$ cat src/rtl/sram_ctrl_pkg.sv
package sram_ctrl_pkg;
  typedef enum logic [2:0] {
    ST_IDLE, ST_RD, ST_RTURN, ST_WHZ, ST_WDAT, ST_WEND
  } st_e;

  // internal strobes, active high
  typedef struct packed {
    logic sel;
    logic oe;
    logic we;
    logic drive;
  } strobe_t;

  function automatic int max4(input int a, input int b, input int c, input int d);
    int m;
    m = a;
    if (b > m) m = b;
    if (c > m) m = c;
    if (d > m) m = d;
    return m;
  endfunction
endpackage

$ cat src/rtl/sram_ctrl_timer.sv
module sram_ctrl_timer #(
  parameter int CW = 4
) (
  input  logic          clk_i,
  input  logic          rst_ni,
  input  logic          load_i,
  input  logic [CW-1:0] load_val_i,
  output logic          zero_o
);
  logic [CW-1:0] cnt_q;

  always_ff @(posedge clk_i or negedge rst_ni) begin
    if (!rst_ni)             cnt_q <= '0;
    else if (load_i)         cnt_q <= load_val_i;
    else if (cnt_q != '0)    cnt_q <= cnt_q - 1'b1;
  end

  assign zero_o = (cnt_q == '0);
endmodule

$ cat src/rtl/sram_ctrl_seq.sv
module sram_ctrl_seq
  import sram_ctrl_pkg::*;
#(
  parameter int RD_CYC    = 5,
  parameter int OE_HZ_CYC = 2,
  parameter int WE_HZ_CYC = 2,
  parameter int WD_SU_CYC = 2,
  parameter int CW        = 4
) (
  input  logic          clk_i,
  input  logic          rst_ni,
  input  logic          req_i,
  input  logic          we_i,
  input  logic          tmr_zero_i,
  output logic          tmr_load_o,
  output logic [CW-1:0] tmr_val_o,
  output strobe_t       strobe_o,
  output logic          gnt_o,
  output logic          cap_o,
  output logic          wfin_o
);
  st_e st_q, st_d;

  always_ff @(posedge clk_i or negedge rst_ni) begin
    if (!rst_ni) st_q <= ST_IDLE;
    else         st_q <= st_d;
  end

  always_comb begin
    st_d       = st_q;
    tmr_load_o = 1'b0;
    tmr_val_o  = '0;
    unique case (st_q)
      ST_IDLE: if (req_i) begin
        tmr_load_o = 1'b1;
        if (we_i) begin
          st_d      = ST_WHZ;
          tmr_val_o = CW'(WE_HZ_CYC - 1);
        end else begin
          st_d      = ST_RD;
          tmr_val_o = CW'(RD_CYC - 1);
        end
      end
      ST_RD: if (tmr_zero_i) begin
        st_d       = ST_RTURN;
        tmr_load_o = 1'b1;
        tmr_val_o  = CW'(OE_HZ_CYC - 1);
      end
      ST_RTURN: if (tmr_zero_i) st_d = ST_IDLE;
      ST_WHZ: if (tmr_zero_i) begin
        st_d       = ST_WDAT;
        tmr_load_o = 1'b1;
        tmr_val_o  = CW'(WD_SU_CYC - 1);
      end
      ST_WDAT: if (tmr_zero_i) st_d = ST_WEND;
      ST_WEND: st_d = ST_IDLE;
      default: st_d = ST_IDLE;
    endcase
  end

  // strobes decode from the state flop only
  always_comb begin
    strobe_o.sel   = (st_q == ST_RD) || (st_q == ST_WHZ) || (st_q == ST_WDAT) || (st_q == ST_WEND);
    strobe_o.oe    = (st_q == ST_RD);
    strobe_o.we    = (st_q == ST_WHZ) || (st_q == ST_WDAT);
    strobe_o.drive = (st_q == ST_WDAT) || (st_q == ST_WEND);
  end

  assign gnt_o  = (st_q == ST_IDLE) && req_i;
  assign cap_o  = (st_q == ST_RD) && tmr_zero_i;
  assign wfin_o = (st_q == ST_WEND);
endmodule

$ cat src/rtl/sram_ctrl_dp.sv
module sram_ctrl_dp
  import sram_ctrl_pkg::*;
#(
  parameter int AW = 17,
  parameter int DW = 8
) (
  input  logic          clk_i,
  input  logic          rst_ni,
  input  logic          gnt_i,
  input  logic          cap_i,
  input  logic          wfin_i,
  input  strobe_t       strobe_i,
  input  logic [AW-1:0] addr_i,
  input  logic [DW-1:0] wdata_i,
  input  logic [DW-1:0] ram_dq_i,
  output logic [DW-1:0] rdata_o,
  output logic          rvalid_o,
  output logic          wdone_o,
  output logic [AW-1:0] ram_addr_o,
  output logic [DW-1:0] ram_dq_o,
  output logic          ram_dq_oe_o,
  output logic          ram_cs1_no,
  output logic          ram_cs2_o,
  output logic          ram_oe_no,
  output logic          ram_we_no
);
  logic [AW-1:0] addr_q;
  logic [DW-1:0] wdata_q, rdata_q;
  logic          rvalid_q, wdone_q;

  always_ff @(posedge clk_i or negedge rst_ni) begin
    if (!rst_ni) begin
      addr_q  <= '0;
      wdata_q <= '0;
    end else if (gnt_i) begin
      addr_q  <= addr_i;
      wdata_q <= wdata_i;
    end
  end

  always_ff @(posedge clk_i or negedge rst_ni) begin
    if (!rst_ni) begin
      rdata_q  <= '0;
      rvalid_q <= 1'b0;
      wdone_q  <= 1'b0;
    end else begin
      if (cap_i) rdata_q <= ram_dq_i;
      rvalid_q <= cap_i;
      wdone_q  <= wfin_i;
    end
  end

  assign rdata_o     = rdata_q;
  assign rvalid_o    = rvalid_q;
  assign wdone_o     = wdone_q;
  assign ram_addr_o  = addr_q;
  assign ram_dq_o    = wdata_q;
  assign ram_dq_oe_o = strobe_i.drive;
  assign ram_cs1_no  = ~strobe_i.sel;
  assign ram_cs2_o   = strobe_i.sel;
  assign ram_oe_no   = ~strobe_i.oe;
  assign ram_we_no   = ~strobe_i.we;
endmodule

$ cat src/rtl/sram_ctrl.sv
module sram_ctrl
  import sram_ctrl_pkg::*;
#(
  parameter int AW        = 17,
  parameter int DW        = 8,
  parameter int RD_CYC    = 5,  // read cycle / address access
  parameter int OE_HZ_CYC = 2,  // output turn-off after OE rises
  parameter int WE_HZ_CYC = 2,  // output turn-off after WE falls
  parameter int WD_SU_CYC = 2   // data setup to WE rise
) (
  input  logic          clk_i,
  input  logic          rst_ni,
  input  logic          req_i,
  input  logic          we_i,
  input  logic [AW-1:0] addr_i,
  input  logic [DW-1:0] wdata_i,
  output logic          gnt_o,
  output logic [DW-1:0] rdata_o,
  output logic          rvalid_o,
  output logic          wdone_o,
  output logic [AW-1:0] ram_addr_o,
  output logic [DW-1:0] ram_dq_o,
  output logic          ram_dq_oe_o,
  input  logic [DW-1:0] ram_dq_i,
  output logic          ram_cs1_no,
  output logic          ram_cs2_o,
  output logic          ram_oe_no,
  output logic          ram_we_no
);
  localparam int MAX_CYC = max4(RD_CYC, OE_HZ_CYC, WE_HZ_CYC, WD_SU_CYC);
  localparam int CW      = $clog2(MAX_CYC + 1);

  if (RD_CYC < 1 || OE_HZ_CYC < 1 || WE_HZ_CYC < 1 || WD_SU_CYC < 1) begin : g_bad_cfg
    $error("sram_ctrl: every interval must be at least one cycle");
  end

  logic          tmr_load, tmr_zero, cap, wfin;
  logic [CW-1:0] tmr_val;
  strobe_t       strobe;

  sram_ctrl_timer #(.CW(CW)) u_timer (
    .clk_i      (clk_i),
    .rst_ni     (rst_ni),
    .load_i     (tmr_load),
    .load_val_i (tmr_val),
    .zero_o     (tmr_zero)
  );

  sram_ctrl_seq #(
    .RD_CYC(RD_CYC), .OE_HZ_CYC(OE_HZ_CYC), .WE_HZ_CYC(WE_HZ_CYC),
    .WD_SU_CYC(WD_SU_CYC), .CW(CW)
  ) u_seq (
    .clk_i      (clk_i),
    .rst_ni     (rst_ni),
    .req_i      (req_i),
    .we_i       (we_i),
    .tmr_zero_i (tmr_zero),
    .tmr_load_o (tmr_load),
    .tmr_val_o  (tmr_val),
    .strobe_o   (strobe),
    .gnt_o      (gnt_o),
    .cap_o      (cap),
    .wfin_o     (wfin)
  );

  sram_ctrl_dp #(.AW(AW), .DW(DW)) u_dp (
    .clk_i       (clk_i),
    .rst_ni      (rst_ni),
    .gnt_i       (gnt_o),
    .cap_i       (cap),
    .wfin_i      (wfin),
    .strobe_i    (strobe),
    .addr_i      (addr_i),
    .wdata_i     (wdata_i),
    .ram_dq_i    (ram_dq_i),
    .rdata_o     (rdata_o),
    .rvalid_o    (rvalid_o),
    .wdone_o     (wdone_o),
    .ram_addr_o  (ram_addr_o),
    .ram_dq_o    (ram_dq_o),
    .ram_dq_oe_o (ram_dq_oe_o),
    .ram_cs1_no  (ram_cs1_no),
    .ram_cs2_o   (ram_cs2_o),
    .ram_oe_no   (ram_oe_no),
    .ram_we_no   (ram_we_no)
  );
endmodule

$ cat config.mk
export PLATFORM = sky130hd
export DESIGN_NAME = sram_ctrl
export DESIGN_NICKNAME = d
export VERILOG_FILES = /design/src/rtl/sram_ctrl_pkg.sv /design/src/rtl/sram_ctrl_timer.sv /design/src/rtl/sram_ctrl_seq.sv /design/src/rtl/sram_ctrl_dp.sv /design/src/rtl/sram_ctrl.sv
export SDC_FILE = /design/constraint.sdc
export NUM_CORES = 1
export LEC_CHECK = 0
export BUFFER_PORTS_ARGS = -buffer_cell sky130_fd_sc_hd__buf_2
export CAP_MARGIN = 10
export CORE_MARGIN = 10
export CORE_UTILIZATION = 25
export CTS_CLUSTER_DIAMETER = 200
export DETAILED_ROUTE_END_ITERATION = 10
export GPL_ROUTABILITY_DRIVEN = 0
export PLACE_DENSITY = 0.49
export SETUP_SLACK_MARGIN = 0.5
export SLEW_MARGIN = 40
export SYNTH_ARGS = -nofsm -noshare
export SYNTH_HDL_FRONTEND = slang
export SYNTH_HIERARCHICAL = 1
export SYNTH_SLANG_ARGS = --single-unit
$ cat constraint.sdc
create_clock -name clk_i -period 3.6 [get_ports clk_i]
set_clock_uncertainty 0.05 [all_clocks]
set_input_delay 0.54 -clock clk_i [delete_from_list [all_inputs] [get_ports clk_i]]
set_output_delay 0.54 -clock clk_i [all_outputs]
set_load 0.02 [all_outputs]
Word-level counts from Yosys, hierarchy flattened
Index checks and enable logic that the tools add are counted.

Add/sub/neg operators: 1. Equal/unequal tests: 10. Multiplexer cells: 16. Bitwise operators: 3. Reductions and logical operators: 13.

Operators with widths (count): two-way mux 3 bit (9); case mux 3 bit (5 select lines) (1); equality test 3 x 2 -> 1 bit, second input constant (2); equality test 3 bit, second input constant (2); logical NOT 3 bit (2); != test 2 x 1 -> 1 bit, second input constant (3); case mux 3 bit (2 select lines) (1); logical OR 1 bit (5); AND reduction 5 bit (1); != test 2 bit, second input constant (2); equality test 3 x 1 -> 1 bit, second input constant (1); two-way mux 1 bit (3); inverter 1 bit (3); nonzero test 3 bit (1); subtractor 3 x 1 -> 3 bit, second input constant (1); logical AND 1 bit (2); two-way mux 2 bit (1); case mux 1 bit (2 select lines) (1); nonzero test 2 bit (1); OR reduction 2 bit (1).

Register bits: 41. Input bits: 37. Output and inout port bits: 41. Logic and storage cells: 50.

Depth between registers and ports, before layout
Depth after elaboration: 5. Gate-level depth with buffers: 8.

Hierarchy
Netlist, hierarchy kept.

By module, submodules not included: sram_ctrl_dp (times used 1, cells each 77, area an instance 1405.1 um2, seq. area each 875.8 um2); sram_ctrl_seq (times used 1, cells each 30, area an instance 286.5 um2, seq. area each 75.1 um2); sram_ctrl_timer (times used 1, cells each 21, area an instance 200.2 um2, seq. area each 75.1 um2).

Worst setup path before layout
No wires, ideal clock.

Kind: reg-to-reg. From: register u_seq.st_q[1]. To: register u_dp.addr_q[0] (netlist: u_dp/ram_addr_o[0]). Data arrival time: 1584 ps. Path slack: 1841 ps. Cell stages (with the launch flop): 6. Buffers on the path: 3. Period minus slack after synthesis: 1759 ps. Path through: dfrtp_1 > buf_6 > nor4b_4 > buf_6 > buf_12 > mux2_4.

Cells in the longest elaborated chain, start to end: 2.

RTL lines: start, declared (line sram_ctrl_seq.sv:22) `st_e st_q, st_d;`; start signal, assigned (line sram_ctrl_seq.sv:26) `else st_q <= st_d;`; logical NOT 3 bit (line sram_ctrl_seq.sv:69) `assign gnt_o = (st_q == ST_IDLE) && req_i;`; logical AND 1 bit (line sram_ctrl_seq.sv:69); net gnt_o (line sram_ctrl.sv:17) `output logic gnt_o,`; end signal, assigned (line sram_ctrl_dp.sv:36) `addr_q <= addr_i;`; end, declared (line sram_ctrl_dp.sv:27) `logic [AW-1:0] addr_q;`.

The timed path passes the listed nets, and every way through them passes these cells. A chain may end at the register's enable or synchronous reset.

Final worst setup path
From: register u_seq.st_q[1]. To: output port gnt_o.

Cells in the longest elaborated chain, start to end: 2.

RTL lines (line): logical NOT 3 bit (sram_ctrl_seq.sv:69); logical AND 1 bit (sram_ctrl_seq.sv:69); end, declared (sram_ctrl.sv:17).

No other way between the ends.

==> metrics.md <==
| Metric | Value |
|---|---|
| Leading area contributor after synthesis | `dfrtp_1` |
| Vias in the first global route | `1310` |
| Flop pwr share | `36.8%` |
| Crit. End Element | `primary output` |
| Mapped Nets | `167` |
| Share of layout cells above drive strength 1 | `60.3%` |
| Crit path max-delay family | `simple AND/OR/NAND/NOR gates` |
| TritonCTS clock tree | `built` |
| Initial DRC Count | `42` |
| Slew Viols, Final | `0` |
| CP cell instances | `nor4b_4 -> buf_2` |
| H-tree level count | `2` |
| CTS Hold Buffers Added | `0` |
| Logic pwr share | `48.8%` |
| Die Height | `107 microns` |
| Crit. Startpoint | `u_seq/st_q[1]$_DFFE_PN0P_` |
| Period utilization | `67.4%` |
| Synth unique cells | `33` |
| Pwr dens | `942 nW/um^2` |
| Starting Density | `25.9%` |
| Die ar. | `11400 sq um` |
| Number of CTS-inserted buffers | `5` |
| Switching share of power | `39.0%` |
| Antenna fix cells | `0` |
| Flop and latch count out of synthesis | `41` |
| Syn avg cell area | `14.8 sq um` |
| Measured slew at the worst slew-check pin | `0.746 ns` |
| Cells after synthesis | `128` |
| CTS resizes | `0` |
| Vias/cell | `4.05` |
| Post-CTS setup buffers | `0` |
| 1st-pass router iterations | `4` |
| Crit start category | `flip-flop` |
| RSZ-0062 raised after global routing | `no` |
| GRT overflow | `0` |
| WL final | `4.39 mm` |
| Area delta synth->final | `27.5%` |
| Relative slew margins | `50.0%` |
| DR DRC count | `0` |
| Buffers on Ports | `77` |
| Initial antenna violation count | `0` |
| Final worst setup slack | `1.17 ns` |
| Yosys Warn Count | `6` |
| Worst R2R Path Depth | `3` |
| First-pass GRT wire length | `6.99 mm` |
| CP peak stage delay | `0.74 ns` |
| Critical path depth in cells | `2` |
| Worst Path Required | `3.01 ns` |
| Largest net degree at the start of global routing | `42` |
| Fin crit period | `2.43 ns` |
| Total core area | `7290 sq um` |
| Worst Hold Class | `in -> async` |
| Crit Path Category | `reg -> out` |
| Buffers & Inverters on Critical Path | `1` |
| Synth Cell Area | `1890 sq um` |
| # IOs | `78` |
| Status | `complete, no violations` |
| CTS Buffer Depth | `2` |
| Clk_lat worst skew | `0.28 ns` |
| Post-DR wirelength/cell | `14.5 microns` |
| Sequential area share after synthesis | `54.2%` |
| Synth top area cells | `dfrtp_1 54%, mux2_4 16%, mux2_2 7.7%` |
| Place WS | `1.31 ns` |
| RR Endpoint | `u_dp/ram_dq_o[1]$_DFFE_PN0P_` |
| Final Cell Area | `2410 sq um` |
| Final setup violation count | `0` |
| Fin nets | `242` |
| Clock net sink count | `41` |
| Reg-to-reg critical path startpoint | `u_seq/st_q[1]$_DFFE_PN0P_` |
| Slowest cell on the critical path | `nor4b_4` |
| Most frequent cells in the layout | `76 x buf_2, 41 x dfrtp_1, 20 x mux2_4, 13 x mux2_2, 9 x inv_1` |
| Tot GR Track Use | `7.70%` |
| Area after DPL | `2310 sq um` |
| Clk pwr share | `14.4%` |
| Most common cell after layout, fill and taps aside | `buf_2` |
| Via count | `1227` |
| Worst-path clk slew | `0.08 ns` |
| F_max | `0.412 GHz` |
| Crit-path max FO | `11` |
| Synth top area share | `54.2%` |
| Final setup TNS | `0 ns` |
| Critical path destination | `gnt_o` |
| Die X | `107 microns` |
| Max-cap check violation count | `0` |
| # rows | `31` |
| Final Hold Fails | `0` |
| Cell Int Power | `1.38 mW` |
| Worst IR Drop VDD | `0.323 mV` |
| WP data arrival | `1.84 ns` |
| Filler instances | `768` |
| R2R Setup Slk | `1.41 ns` |
| Leak Pwr | `1.21 nW` |
| Post-DRT Antenna Nets | `0` |
| Clk root buf | `clkbuf_8` |
| Hpwl dp | `3.34 mm` |
| Switching power total | `887 uW` |
## Yosys cell counts
library cell  count
a21oi_1           3
a221oi_1          2
a22o_1            1
a22o_2            1
a311oi_1          1
a31oi_1           1
a32o_1            1
and2_1            1
and2b_1           1
and2b_2           1
and3b_2           1
buf_12            2
buf_2             3
buf_4             3
buf_6             2
conb_1            1
dfrtp_1          41
ha_1              2
inv_1             9
mux2_1            1
mux2_2           13
mux2_4           20
nand2_1           1
nand2b_1          2
nand3b_1          1
nand4bb_1         1
nor2_1            1
nor2b_1           4
nor3b_1           1
nor4b_1           2
nor4b_4           1
or2_1             1
or3b_1            2
## registers in the layout, summed over array words and instances, names as in the netlist
name / count
u_timer/cnt_q: 3
u_dp/wdone_o: 1
u_dp/ram_addr_o: 17
u_dp/ram_dq_o: 8
u_dp/rdata_o: 8
u_dp/rvalid_o: 1
u_seq/st_q: 3
## metrics by stage
step	hold slack [ns]	power (mW)	util, %	instances
detailed placement	0.440	1.97	31.7	295
CTS	0.199	2.32	33.1	303
finish	0.184	2.27	33.1	303
global route	0.222	2.43	33.1	303
global placement	0.436	1.96	31.7	295
floorplan	0.194	1.66	-	128
## final cells by class
class                      instances  area (sq um)  share of cell area, %
timing repair buffer              78           395                   16.4
sequential                        41          1030                   42.5
tap                               99           124                   5.13
clock buffer                       7          96.3                   3.99
inverter                           9          33.8                   1.40
clock inverter                     1          5.00                  0.207
multi-input combinational         68           732                   30.3
## per-layer routing
layer  vias up  routed length (microns)  GRT usage (%)
met1       584                     2130           10.4
met2        53                     1780           10.2
met3         4                      424           3.89
met4         0                       51           2.61
li1        586                        -              -
met5         -                        0              0
## worst register-to-register path: cells and delay by family (launching register included)
family	cells	cell delay [ns]
and+or+nand+nor	1	0.74
DFF	1	0.50
buffers and inverters	1	0.44
muxes	1	0.34
## power groups by stage
stage                     combinational [mW]  sequential (mW)  clock [mW]
final                                   1.11            0.836       0.328
after global routing                    1.20            0.867       0.372
after CTS                               1.13            0.840       0.349
after detailed placement                1.13            0.845           0
after global placement                  1.11            0.850           0
after floorplan                        0.620             1.04           0
## cells by family (layout without fill, tap and decap cells)
| group | after synthesis | count (layout) | synth area share (%) |
|---|---|---|---|
| flip-flops | 41 | 41 | 54.2 |
| multiplexers | 34 | 34 | 24.2 |
| AND/OR/NAND/NOR | 21 | 21 | 8.93 |
| buffers and inverters | 19 | 95 | 7.08 |
| AO/OA/AOI/OAI | 10 | 10 | 4.03 |
| adder cells (fa/ha/maj) | 2 | 2 | 1.32 |
| other | 1 | 1 | 0.198 |
## worst min path at each step
stage,endpoint,slack [ns],depth (start not counted)
3_3_place_gp,u_dp/rdata_o[0]$_DFFE_PN0P_,0.44,1
2_1_floorplan,u_dp/ram_addr_o[0]$_DFFE_PN0P_,0.19,0
3_5_place_dp,u_dp/ram_addr_o[14]$_DFFE_PN0P_,0.44,1
4_1_cts,u_dp/ram_dq_o[4]$_DFFE_PN0P_,0.20,1
5_1_grt,u_dp/ram_addr_o[8]$_DFFE_PN0P_,0.22,1
6_report,u_dp/ram_dq_o[4]$_DFFE_PN0P_,0.18,1
No activity file was read; power rests on OpenSTA's default activity.
